===== src/rtl/dac_load_pkg.sv =====
package dac_load_pkg;

    localparam int NCH     = 4;
    localparam int CODE_W  = 16;
    localparam int PAY_W   = 24;
    localparam int CRC_W   = 8;
    localparam int FRM_MAX = PAY_W + CRC_W;
    localparam logic [CRC_W-1:0] CRC_POLY = 8'h07;

    typedef enum logic [4:0] {
        SEL_CODE    = 5'h00,
        SEL_CLRCODE = 5'h01,
        SEL_CLREN   = 5'h02
    } regsel_e;

    typedef struct packed {
        logic              rsvd;
        logic [1:0]        chan;
        logic [4:0]        sel;
        logic [CODE_W-1:0] value;
    } cmd_word_t;

    function automatic logic [CRC_W-1:0] crc8_calc(input logic [PAY_W-1:0] pay);
        logic [CRC_W-1:0] r;
        r = '0;
        for (int i = PAY_W - 1; i >= 0; i--) begin
            if (r[CRC_W-1] ^ pay[i]) r = (r << 1) ^ CRC_POLY;
            else                      r = r << 1;
        end
        return r;
    endfunction

endpackage


===== src/rtl/dac_serial_rx.sv =====
module dac_serial_rx #(
    parameter int MAXBITS = 32,
    localparam int CNT_W = $clog2(MAXBITS + 2)
) (
    input  logic               clk,
    input  logic               rst,
    input  logic               sclk,
    input  logic               mosi,
    input  logic               sel_n,
    output logic               frame_end,
    output logic [MAXBITS-1:0] shreg,
    output logic [CNT_W-1:0]   nbits
);
    logic sclk_q;
    logic sel_q;

    assign frame_end = !sel_q && sel_n;

    always_ff @(posedge clk) begin
        if (rst) begin
            sclk_q <= 1'b1;
            sel_q  <= 1'b1;
            shreg  <= '0;
            nbits  <= '0;
        end else begin
            sclk_q <= sclk;
            sel_q  <= sel_n;
            if (sel_n) begin
                if (sel_q) nbits <= '0;
            end else if (sclk_q && !sclk) begin
                shreg <= {shreg[MAXBITS-2:0], mosi};
                if (nbits != CNT_W'(MAXBITS + 1)) nbits <= nbits + 1'b1;
            end
        end
    end
endmodule


===== src/rtl/dac_chan_slot.sv =====
module dac_chan_slot
    import dac_load_pkg::*;
(
    input  logic              clk,
    input  logic              rst,
    input  logic              wr_code,
    input  logic              immediate,
    input  logic [CODE_W-1:0] wr_val,
    input  logic              wr_clren,
    input  logic              clren_val,
    input  logic              load_fall,
    input  logic              load_rise,
    input  logic              clear_go,
    input  logic [CODE_W-1:0] clear_code,
    output logic [CODE_W-1:0] code
);
    logic [CODE_W-1:0] pend;
    logic              kept;
    logic              clren;

    always_ff @(posedge clk) begin
        if (rst) begin
            code  <= '0;
            pend  <= '0;
            kept  <= 1'b0;
            clren <= 1'b0;
        end else begin
            if (wr_clren) clren <= clren_val;

            if (clear_go && clren)        code <= clear_code;
            else if (load_fall && kept)   code <= pend;
            else if (wr_code && immediate) code <= wr_val;

            if (load_rise || load_fall) begin
                kept <= 1'b0;
            end else if (wr_code && !immediate && !kept) begin
                kept <= 1'b1;
                pend <= wr_val;
            end
        end
    end
endmodule


===== src/rtl/dac_load_ctrl.sv =====
module dac_load_ctrl
    import dac_load_pkg::*;
#(
    parameter int HOLDOFF_CYC = 12500
) (
    input  logic                  clk,
    input  logic                  rst,
    input  logic                  crc_en,
    input  logic                  spi_sclk,
    input  logic                  spi_mosi,
    input  logic                  spi_sel_n,
    input  logic                  load,
    input  logic                  clear,
    output logic [NCH*CODE_W-1:0] dac_codes,
    output logic                  crc_err
);
    localparam int CNT_W = $clog2(FRM_MAX + 2);
    localparam int HO_W  = $clog2(HOLDOFF_CYC + 1);

    logic               frame_end;
    logic [FRM_MAX-1:0] shreg;
    logic [CNT_W-1:0]   nbits;
    logic [HO_W-1:0]    ho_cnt;
    logic               busy;
    logic               load_q;
    logic               load_fall, load_rise;
    logic               len_ok, crc_ok, accept, good;
    logic [PAY_W-1:0]   payload;
    cmd_word_t          cmd;
    logic [CODE_W-1:0]  clear_code;
    logic [NCH-1:0]     chan_we, chan_clren_we;

    dac_serial_rx #(.MAXBITS(FRM_MAX)) u_rx (
        .clk(clk), .rst(rst), .sclk(spi_sclk), .mosi(spi_mosi),
        .sel_n(spi_sel_n), .frame_end(frame_end), .shreg(shreg), .nbits(nbits)
    );

    assign busy      = (ho_cnt != '0);
    assign load_fall = load_q && !load;
    assign load_rise = !load_q && load;

    always_comb begin
        len_ok  = crc_en ? (nbits == CNT_W'(FRM_MAX)) : (nbits == CNT_W'(PAY_W));
        payload = crc_en ? shreg[FRM_MAX-1:CRC_W] : shreg[PAY_W-1:0];
        crc_ok  = !crc_en || (crc8_calc(payload) == shreg[CRC_W-1:0]);
        cmd     = cmd_word_t'(payload);
        accept  = frame_end && len_ok && !busy;
        good    = accept && crc_ok && !cmd.rsvd;
    end

    always_ff @(posedge clk) begin
        if (rst) begin
            ho_cnt     <= HO_W'(HOLDOFF_CYC);
            load_q     <= 1'b0;
            crc_err    <= 1'b0;
            clear_code <= '0;
        end else begin
            if (busy) ho_cnt <= ho_cnt - 1'b1;
            load_q <= load;
            if (accept && !crc_ok) crc_err <= 1'b1;
            if (good && cmd.sel == SEL_CLRCODE) clear_code <= cmd.value;
        end
    end

    for (genvar c = 0; c < NCH; c++) begin : g_chan
        assign chan_we[c]       = good && cmd.sel == SEL_CODE  && cmd.chan == 2'(c);
        assign chan_clren_we[c] = good && cmd.sel == SEL_CLREN && cmd.chan == 2'(c);

        dac_chan_slot u_slot (
            .clk(clk), .rst(rst),
            .wr_code(chan_we[c]), .immediate(!load), .wr_val(cmd.value),
            .wr_clren(chan_clren_we[c]), .clren_val(cmd.value[0]),
            .load_fall(load_fall), .load_rise(load_rise),
            .clear_go(clear), .clear_code(clear_code),
            .code(dac_codes[c*CODE_W +: CODE_W])
        );
    end
endmodule


===== config.mk =====
export PLATFORM = sky130hd
export DESIGN_NAME = dac_load_ctrl
export DESIGN_NICKNAME = d
export VERILOG_FILES = /design/src/rtl/dac_load_pkg.sv /design/src/rtl/dac_serial_rx.sv /design/src/rtl/dac_chan_slot.sv /design/src/rtl/dac_load_ctrl.sv
export SDC_FILE = /design/constraint.sdc
export NUM_CORES = 1
export LEC_CHECK = 0
export ABC_AREA = 1
export ABC_CLOCK_PERIOD_IN_PS = 7700
export BUFFER_PORTS_ARGS = -buffer_cell sky130_fd_sc_hd__buf_2
export CAP_MARGIN = 20
export CORE_UTILIZATION = 55
export DETAILED_ROUTE_END_ITERATION = 7
export MAX_ROUTING_LAYER = met4
export PLACE_DENSITY = 0.7
export SLEW_MARGIN = 20
export SYNTH_ARGS = -nofsm -noshare
export SYNTH_HDL_FRONTEND = slang
export SYNTH_HIERARCHICAL = 1
export SYNTH_SLANG_ARGS = --single-unit

===== constraint.sdc =====
create_clock -name clk -period 7.7 [get_ports clk]
set_input_delay 0.77 -clock clk [delete_from_list [all_inputs] [get_ports clk]]
set_output_delay 0.77 -clock clk [all_outputs]
set_load 0.01 [all_outputs]

Yosys cells after proc, flatten, opt, wreduce, memory -nomap -nowiden
Cells that the tools add are included.
- flip-flop bits (word level): 208
- output and inout port bits: 65
- word-level logic and storage cells: 196
- add/sub/neg operators: 2
- eq/ne operators: 10
- mux-type cells: 42
- bitwise operators: 48
- reduce and logical (&&, ||, !) cells: 70
- operators with widths (operator ; count):
    16-bit 2-to-1 mux ; 12
    3-bit 2-to-1 mux ; 24
    3-bit inverter ; 23
    1-bit logical AND ; 40
    24-bit 2-to-1 mux ; 1
    6-bit 2-to-1 mux ; 4
    1-bit XOR ; 18
    14-bit nonzero test ; 1
    14-bit by 1-bit subtractor with 14-bit output (second input constant) ; 1
    1-bit logical NOT ; 12
    3-bit nonzero test ; 4
    2-bit AND reduction ; 5
    8-bit equality test ; 1
    6-bit by 1-bit adder with 6-bit output (second input constant) ; 1
    6-bit by 5-bit equality test with 1-bit output (second input constant) ; 1
    6-bit equality test (second input constant) ; 1
    6-bit inequality test (second input constant) ; 1
    5-bit by 1-bit equality test with 1-bit output (second input constant) ; 1
    5-bit by 2-bit equality test with 1-bit output (second input constant) ; 1
    5-bit logical NOT ; 1
    1-bit XOR (first input constant) ; 5
    2-bit equality test (second input constant) ; 2
    2-bit nonzero test ; 2
    3-bit AND reduction ; 1
    other kinds (7) ; 9

Logic depth before layout (Yosys ltp)
Gate-level depths: netlist of the first run.
- depth after elaboration: 58
- mapped depth: 37
- gate-level depth less buffers: 35

By module
Netlist of the first run, hierarchy kept.
- by module, submodules not included (module ; instances ; cells each ; area an instance (µm²)):
    dac_chan_slot ; 4 ; 310 ; 1920.6
    dac_load_ctrl ; 1 ; 623 ; 3352.0
    dac_serial_rx ; 1 ; 209 ; 1612.8

Worst setup path before layout of the first run
OpenSTA, ideal clock, no wires.
- kind: in2reg
- start: input crc_en
- end: register g_chan[0].u_slot.pend[10]
- library setup time: 0.062 ns
- arrival time: 3.995 ns
- slack: 3.643 ns
- stages: 34
- path buffers: 2
- cells stage by stage: buf_4 > nand2_1 > nand2_2 > ha_1 > inv_1 > nand3_1 > nand3_2 > nand2_1 > nand3_1 > nand2_1 > nand2_2 > nand2_2 > nand2_1 > inv_1 > nor2_2 > nand2_2 > nand2_2 > nand2_1 > nand3_1 > nand3_1 > nor2_1 > nand3_2 > nand2_4 > nand2_1 > nor2_1 > nand2_1 > nor2_1 > inv_1 > nor2_4 > nand2_2 > nor2_8 > buf_6 > nor2_1 > nor2_2
- word-level cells in the longest chain between the ends: 28
- elaborated cells between the ends (all ways): 87
- classes of those cells: 1 x eq/ne; 26 x mux; 46 x bitwise; 14 x reduce/logical
- RTL lines (element ; line ; RTL):
    start: declaration ; dac_load_ctrl.sv:8 ; input logic crc_en,
    24-bit 2-to-1 mux ; dac_load_ctrl.sv:44 ; payload = crc_en ? shreg[FRM_MAX-1:CRC_W] : shreg[PAY_W-1:0];
    1-bit XOR ; dac_load_pkg.sv:27 ; if (r[CRC_W-1] ^ pay[i]) r = (r << 1) ^ CRC_POLY;
    3-bit 2-to-1 mux ; dac_load_pkg.sv:27 ;
    3-bit inverter (no line) ; n/a ;
    3-bit 2-to-1 mux ; dac_load_pkg.sv:27 ;
    3-bit inverter (no line) ; n/a ;
    3-bit 2-to-1 mux ; dac_load_pkg.sv:27 ;
    1-bit XOR ; dac_load_pkg.sv:27 ;
    (+11 left out) ; n/a ;
    8-bit equality test ; dac_load_ctrl.sv:45 ; crc_ok = !crc_en || (crc8_calc(payload) == shreg[CRC_W-1:0]);
    1-bit logical OR ; dac_load_ctrl.sv:45 ;
    1-bit logical AND (2 in series) ; dac_load_ctrl.sv:48 ; good = accept && crc_ok && !cmd.rsvd;
    1-bit logical AND ; dac_load_ctrl.sv:66 ; assign chan_we[c] = good && cmd.sel == SEL_CODE && cmd.chan == 2'(c);
    1-bit logical AND * ; dac_load_ctrl.sv:66 ;
    named net chan_we[0] ; dac_load_ctrl.sv:31 ; logic [NCH-1:0] chan_we, chan_clren_we;
    1-bit logical AND * (2 in series) ; dac_chan_slot.sv:36 ; end else if (wr_code && !immediate && !kept) begin
    2-bit AND reduction (no line) * ; n/a ;
    end signal: assignment ; dac_chan_slot.sv:38 ; pend <= wr_val;
    end: declaration ; dac_chan_slot.sv:17 ; logic [CODE_W-1:0] pend;
Mark *: on every way through the listed nets, which the timed path passes. The rest lies on a longest branch.
A chain may end at the register's enable or synchronous reset.

Final worst setup path of the first run
- start: input crc_en
- end: register g_chan[3].u_slot.pend[15]
- word-level cells in the longest chain between the ends: 28
- elaborated cells between the ends (all ways): 87
- classes of those cells: 2 x eq/ne; 26 x mux; 46 x bitwise; 13 x reduce/logical
- RTL lines (element ; line):
    24-bit 2-to-1 mux ; dac_load_ctrl.sv:44
    1-bit XOR ; dac_load_pkg.sv:27
    3-bit 2-to-1 mux ; dac_load_pkg.sv:27
    3-bit inverter (no line) ; n/a
    3-bit 2-to-1 mux ; dac_load_pkg.sv:27
    3-bit inverter (no line) ; n/a
    3-bit 2-to-1 mux ; dac_load_pkg.sv:27
    1-bit XOR ; dac_load_pkg.sv:27
    (+11 left out) ; n/a
    8-bit equality test ; dac_load_ctrl.sv:45
    1-bit logical OR ; dac_load_ctrl.sv:45
    1-bit logical AND (2 in series) ; dac_load_ctrl.sv:48
    1-bit logical AND ; dac_load_ctrl.sv:66
    1-bit logical AND * ; dac_load_ctrl.sv:66
    named net chan_we[3] ; dac_load_ctrl.sv:31
    1-bit logical AND * (2 in series) ; dac_chan_slot.sv:36
    2-bit AND reduction (no line) * ; n/a
    end signal: assignment ; dac_chan_slot.sv:38
    end: declaration ; dac_chan_slot.sv:17
Marks and branches as above.

==> results_dict.tcl, run 1 <==
set metrics [dict create \
    fmax_mhz 184 \
    reg2regPathDepth 30 \
    cts_tree "yes" \
    cts_root_buf "clkbuf_16" \
    area_growth_pct 7.77 \
    wl_per_cell_um 14.8 \
    cp.arrival_ns 5.90 \
    status "completed" \
    io_pins 73 \
    syn_area_um2 12600 \
    clock_path_buffers 3 \
    critical_path.slowest_cell "buf_2" \
    cts_sinks 208 \
    max_stage_delay_ns 0.77 \
    critical_path_required_ns 8.16 \
    syn_avg_cell_area_um2 6.10 \
    ys_seq_area_share_pct 32.9 \
    holdWs_ns 0.448 \
    num_rows 55 \
    worst_pin_slew_ns 1.18 \
    final_max_slew_viol_count 0 \
    cp-start-kind "primary input" \
    hold_path_class "flip-flop to flip-flop" \
    grt_max_degree 66 \
    rrSetupSlack_ns 2.92 \
    die-area_um2 23600 \
    drt-initial-drc-count 1291 \
    synth_cell_types 42 \
    ys_ff_latch 208 \
    gp_congestion 0.950 \
    total_leakage_power_uw 0.00620 \
    crit_type "primary input to flip-flop" \
    p_per_area_nw_per_um2 182 \
    peakVddDrop_mv 0.149 \
    clk_latency_ns 0.54 \
    post-place-cells 2335 \
    viasPerCell 5.27 \
    post_cts_buffers 0 \
    ys_warn_count 6 \
    slew_headroom_pct 21.0 \
    worstSetupEndpointType "flip-flop" \
    die_x_um 154 \
    vias 12500 \
    min_period_ns 5.44 \
    r2r_end "g_chan[3].u_slot/pend[15]" \
    diodes 0 \
    syn_nets 2088 \
    overflow 0 \
    final_cell_mix "607 x nand2_1, 336 x nor2_1, 271 x inv_1" \
    path_max_fanout 57 \
    core_area_um2 22600 \
    ant_nets 0 \
    totalWireLength_um 35300 \
    grt_pass1_wl_um 56700 \
    grt_use_total_pct 30.6 \
    rsz0062_at_grt "false" \
    reg2reg_from "u_rx/shreg[12]" \
    ctsHoldBuffers 0 \
    max-cap-violations 0 \
    dieHeight_um 154 \
    final_common_cell "nand2_1" \
    first_pass_iters 6 \
    design_area_um2 13600 \
    fin_tns_setup_ns 0 \
    nNetsFinal 2093 \
    dp_slack_ns 1.78 \
    clk_pin_slew_worst_paths_ns 0.06 \
    min-delay-start "ho_cnt[0]" \
    crit_top_cell "nand2_1" \
    final_cell_count_no_fill 2377 \
    layout_setup_ws_ns 2.26 \
    drcViolationCount 0 \
    holdPathStages 1 \
    hold_viol 0 \
    htreeDepth 1 \
    antenna_found_initial 0 \
    numCtsBuffers 25 \
    finClkSkew_ns 0.0244 \
    whs_endpoint "ho_cnt[0]" \
    dpl-instance-area_um2 12800 \
    period_share_pct 70.7 \
    cts_resized 0 \
    initial_core_util_pct 56.0 \
    grt_pass1_vias 11100 \
    hpwlAfterDp_um 23000 \
    drive_gt1_share_pct 11.5 \
    setup-violations-final 0 \
    netlist_instances 2072 \
    io_buffers 72 \
]
[area by class of cell]
class	instances	area [µm²]
clock buffer	34	699
multi-input combinational	1479	6830
tap	285	357
clock inverter	8	106
fill	2231	8940
sequential	208	4160
inverter	286	1070
timing repair buffer	77	398
[stage by stage]
step                      power [µW]  util, %
after floorplan                 1300        -
after global placement          1330     56.8
after detailed placement        1340     56.8
after CTS                       2500     60.4
after global routing            2570     60.4
final                           2480     60.4
[registers in the layout, indices dropped and copies added (netlist names)]
register,count
ho_cnt,14
load_q,1
u_rx/nbits,6
u_rx/sclk_q,1
u_rx/sel_q,1
clear_code,16
crc_err,1
u_rx/shreg,32
g_chan.u_slot/pend,64
g_chan.u_slot/code,64
g_chan.u_slot/clren,4
g_chan.u_slot/kept,4
[report_power, final]
part,internal [µW],switching (µW),leakage [µW]
clock,701,464,0.000389
sequential,1080,5.61,0.00168
combinational,63.3,166,0.00413
[worst max path at each step]
stage | start | slack (ns) | to | cells after the start
floorplan | crc_en | 3.64 | g_chan[0].u_slot/pend[10] | 34
CTS | crc_en | 2.33 | g_chan[3].u_slot/pend[15] | 33
global placement | crc_en | 1.94 | g_chan[1].u_slot/pend[8] | 31
finish | crc_en | 2.26 | g_chan[3].u_slot/pend[15] | 33
detailed placement | crc_en | 1.78 | g_chan[1].u_slot/pend[13] | 33
global route | crc_en | 1.68 | g_chan[1].u_slot/pend[3] | 32
[per-layer routing]
metal | wire length, µm | part of all wire (%) | GRT usage [%]
met5 | 0 | 0 | -
met4 | 1680 | 4.8 | 13.8
met3 | 2070 | 5.9 | 3.21
met2 | 16200 | 46 | 49.2
met1 | 15300 | 43 | 38.9
[cell families (layout without fill, tap and decap cells)]
family          count (synthesis)  after routing  synth area share (%)
fa+ha+maj                       8              8                 0.791
compound gates                158            158                  6.61
simple gates                 1304           1304                  45.9
flops                         208            208                  32.9
buf+inv                       385            405                  13.1
xor+xnor                        9              9                 0.623
[critical path, delay by kind of cell]
kind          cells  cell delay, ns
xor+xnor          1            0.17
fa+ha+maj         1            0.33
buf+inv           6            1.38
simple gates     25            3.19
[synth_stat cells (all sizes together)]
| cell type | n | area (µm²) |
|---|---|---|
| o211ai | 1 | 7.51 |
| nand2 | 640 | 2510 |
| a211o | 2 | 17.5 |
| nand4 | 80 | 507 |
| ha | 8 | 100 |
| o22ai | 1 | 6.26 |
| dfxtp | 208 | 4160 |
| buf | 80 | 513 |
| nor3 | 7 | 35.0 |
| or2 | 4 | 25.0 |
| xor2 | 8 | 70.1 |
| a31oi | 1 | 6.26 |
| o21bai | 1 | 7.51 |
| nor4 | 5 | 37.5 |
| a22o | 1 | 8.76 |
| nor2 | 393 | 1750 |
| o21ai | 97 | 508 |
| a21oi | 53 | 265 |
| nand3 | 174 | 928 |
| nand3b | 1 | 7.51 |
| clkbuf | 19 | 76.3 |
| inv | 286 | 1070 |
| xnor2 | 1 | 8.76 |
| o221ai | 1 | 8.76 |
Power figures use the tool's default switching activity.
==> run 2, diff against run 1 <==
ABC_AREA = 0   (was 1)
ABC_CLOCK_PERIOD_IN_PS = 5500   (was 7700)
PLACE_DENSITY = 0.71   (was 0.7)
clock period = 5.5 ns   (was 7.7 ns; I/O delays follow)
==> run 2 against run 1 <==
Against the previous run:
- via count shrank 24%
- register-to-register slack got worse by 2.0 ns
- synthesized cell count decreased by 39%
- setup slack lost 1.5 ns
- largest cell class unchanged
==> results_dict.tcl, run 2 <==
set metrics [dict create \
    yosysMostFrequentCell "dfxtp_1" \
    ctsHoldBuffers 0 \
    cts_sinks 208 \
    initial_core_util_pct 56.2 \
    synth_common_cells "208 x dfxtp_1, 115 x a21oi_1, 88 x inv_1, 88 x nor2_1, 87 x nand2_1" \
    io_buffers 72 \
    min_period_ns 4.69 \
    final_cell_count_no_fill 1539 \
    clk_latency_ns 0.52 \
    final_max_slew_viol_count 0 \
    syn_avg_cell_area_um2 8.31 \
    drt-initial-drc-count 867 \
    reg_top3 "g_chan.u_slot/code: 64 flops, g_chan.u_slot/pend: 64 flops, u_rx/shreg: 32 flops" \
    dieHeight_um 140 \
    post_cts_buffers 0 \
    totalWireLength_um 30700 \
    crit_type "primary input to flip-flop" \
    numCtsBuffers 24 \
    drcViolationCount 0 \
    yosys-top-cells-area "dfxtp_1 40%, a21oi_1 5.5%, o32ai_1 5.3%" \
    final_cell_mix "208 x dfxtp_1, 113 x a21oi_1, 88 x inv_1, 88 x nor2_1, 87 x nand2_1" \
    holdWs_ns 0.278 \
    grt_pass1_vias 8487 \
    ant_nets 0 \
    post-place-cells 1498 \
    cp-start-kind "primary input" \
    htreeDepth 1 \
    path_max_fanout 16 \
    die-area_um2 19700 \
    fin_tns_setup_ns 0 \
    wl_per_cell_um 20.0 \
    netlist_instances 1265 \
    comb_power_share_pct 3.2 \
    hold_viol 0 \
    internal_power_uw 2610 \
    slew_headroom_pct 23.9 \
    max-cap-violations 0 \
    peakVddDrop_mv 0.238 \
    hold_path_class "primary input to flip-flop" \
    critical_path_required_ns 5.86 \
    synth_cell_types 55 \
    vias 9479 \
    finClkSkew_ns 0.0184 \
    num_rows 50 \
    period_share_pct 85.3 \
    status "completed" \
    cts_resized 0 \
    core_area_um2 18700 \
    overflow 0 \
    syn_area_um2 10500 \
    crit_top_cell "nor3_1" \
    ys_seq_area_share_pct 39.6 \
    swShare_pct 21.4 \
    worst_pin_slew_ns 1.14 \
    antenna_found_initial 0 \
    power_frac_seq_pct 45.8 \
    viasPerCell 6.16 \
    hpwlAfterDp_um 18900 \
    ys_warn_count 6 \
    p_per_area_nw_per_um2 284 \
    cts_root_buf "clkbuf_16" \
    max_stage_delay_ns 0.52 \
    diodes 0 \
    die_x_um 140 \
    setup-violations-final 0 \
    synthArstFlopShare_pct 0 \
    gp_congestion 0.873 \
    synth_area_leader_cell "dfxtp_1" \
    grt_use_total_pct 31.6 \
    nNetsFinal 1307 \
    critical_path.slowest_cell "nand2_1" \
    rsz0062_at_grt "false" \
    grt_pass1_wl_um 47500 \
    first_pass_iters 5 \
    ys_ff_latch 208 \
    final_common_cell "dfxtp_1" \
    cp_cell_sequence "buf_2 -> mux2i_1 -> ha_1 -> xor2_1 -> xnor2_1 -> xnor2_1 -> xnor3_1 -> nor3_1 -> o22a_1 -> a21oi_1 -> nor3_1 -> nand2_1 -> nor3_1 -> o32ai_1" \
    worstSetupEndpointType "flip-flop" \
    clock_path_buffers 3 \
    area_growth_pct 11.2 \
    netlist.area_leader.share_pct 39.6 \
    io_pins 73 \
    fmax_mhz 213 \
    cp.arrival_ns 5.05 \
    grt_max_degree 92 \
    cts_tree "yes" \
    p_clk_share_pct 51.0 \
    clk_pin_slew_worst_paths_ns 0.06 \
    syn_nets 1281 \
    p_sw_uw 709 \
    ys.flop_type "dfxtp_1" \
    total_leakage_power_uw 0.00423 \
    drive_gt1_share_pct 12.5 \
    synth_edf_count 0 \
]
[run 2: cell families (layout without fill, tap and decap cells)]
group | after synthesis | after routing | share of synthesized area [%]
AND/OR/NAND/NOR | 417 | 417 | 20.0
AO/OA/AOI/OAI | 331 | 331 | 18.9
flip-flops | 208 | 208 | 39.6
buffers and inverters | 172 | 212 | 7.22
XOR/XNOR | 72 | 72 | 7.33
multiplexers | 57 | 57 | 5.97
adder cells (fa/ha/maj) | 8 | 8 | 0.952
[run 2: worst paths after layout]
kind	slack, ns	start	cells past startpoint	endpoint
setup / recovery	0.81	crc_en	14	g_chan[3].u_slot/code[3]
setup reg to reg	0.88	u_rx/shreg[21]	13	g_chan[3].u_slot/code[3]
hold / removal	0.28	spi_mosi	3	u_rx/shreg[0]
hold reg to reg	0.45	crc_err	2	crc_err
[run 2: cell type report]
cell class                      instances  area (µm²)
Timing Repair Buffer                   83         445
Clock inverter                          6         141
Clock buffer                           34         698
Inverter                               89         339
Tap cell                              234         293
Sequential cell                       208        4160
Multi-Input combinational cell        885        5610
Fill cell                            1648        7010
[run 2: worst max-delay path: cells and delay by family]
kind / cells / cell delay (ns)
AND/OR/NAND/NOR: 4 / 1.56
XOR/XNOR: 4 / 1.23
AO/OA/AOI/OAI: 3 / 0.52
multiplexers: 1 / 0.46
buffers and inverters: 1 / 0.37
adder cells (fa/ha/maj): 1 / 0.36
[run 2: routing by layer]
metal / global-route usage [%] / up-vias / part of all wire [%]
met5: - / - / 0
met4: 13.1 / 0 / 3.9
met3: 6.02 / 68 / 8.0
met2: 47.3 / 387 / 45
met1: 41.8 / 4519 / 43
li1: - / 4505 / -
[run 2: power groups by stage]
stage / clock [µW] / sequential (µW) / combinational [µW]
2_1_floorplan: 0 / 1550 / 80.5
3_3_place_gp: 0 / 1550 / 103
3_5_place_dp: 0 / 1550 / 103
4_1_cts: 1710 / 1520 / 104
5_1_grt: 1780 / 1520 / 116
6_report: 1690 / 1520 / 106
[run 2: stage by stage]
step | total power [µW] | area, µm² | utilization (%) | setup slack (ns)
4_1_cts | 3340 | 11700 | 62.4 | 0.905
3_3_place_gp | 1650 | 10800 | 57.9 | 0.508
3_5_place_dp | 1660 | 10800 | 57.9 | 0.478
2_1_floorplan | 1630 | 10500 | - | 0.596
5_1_grt | 3410 | 11700 | 62.5 | 0.524
6_report | 3320 | 11700 | 62.5 | 0.808
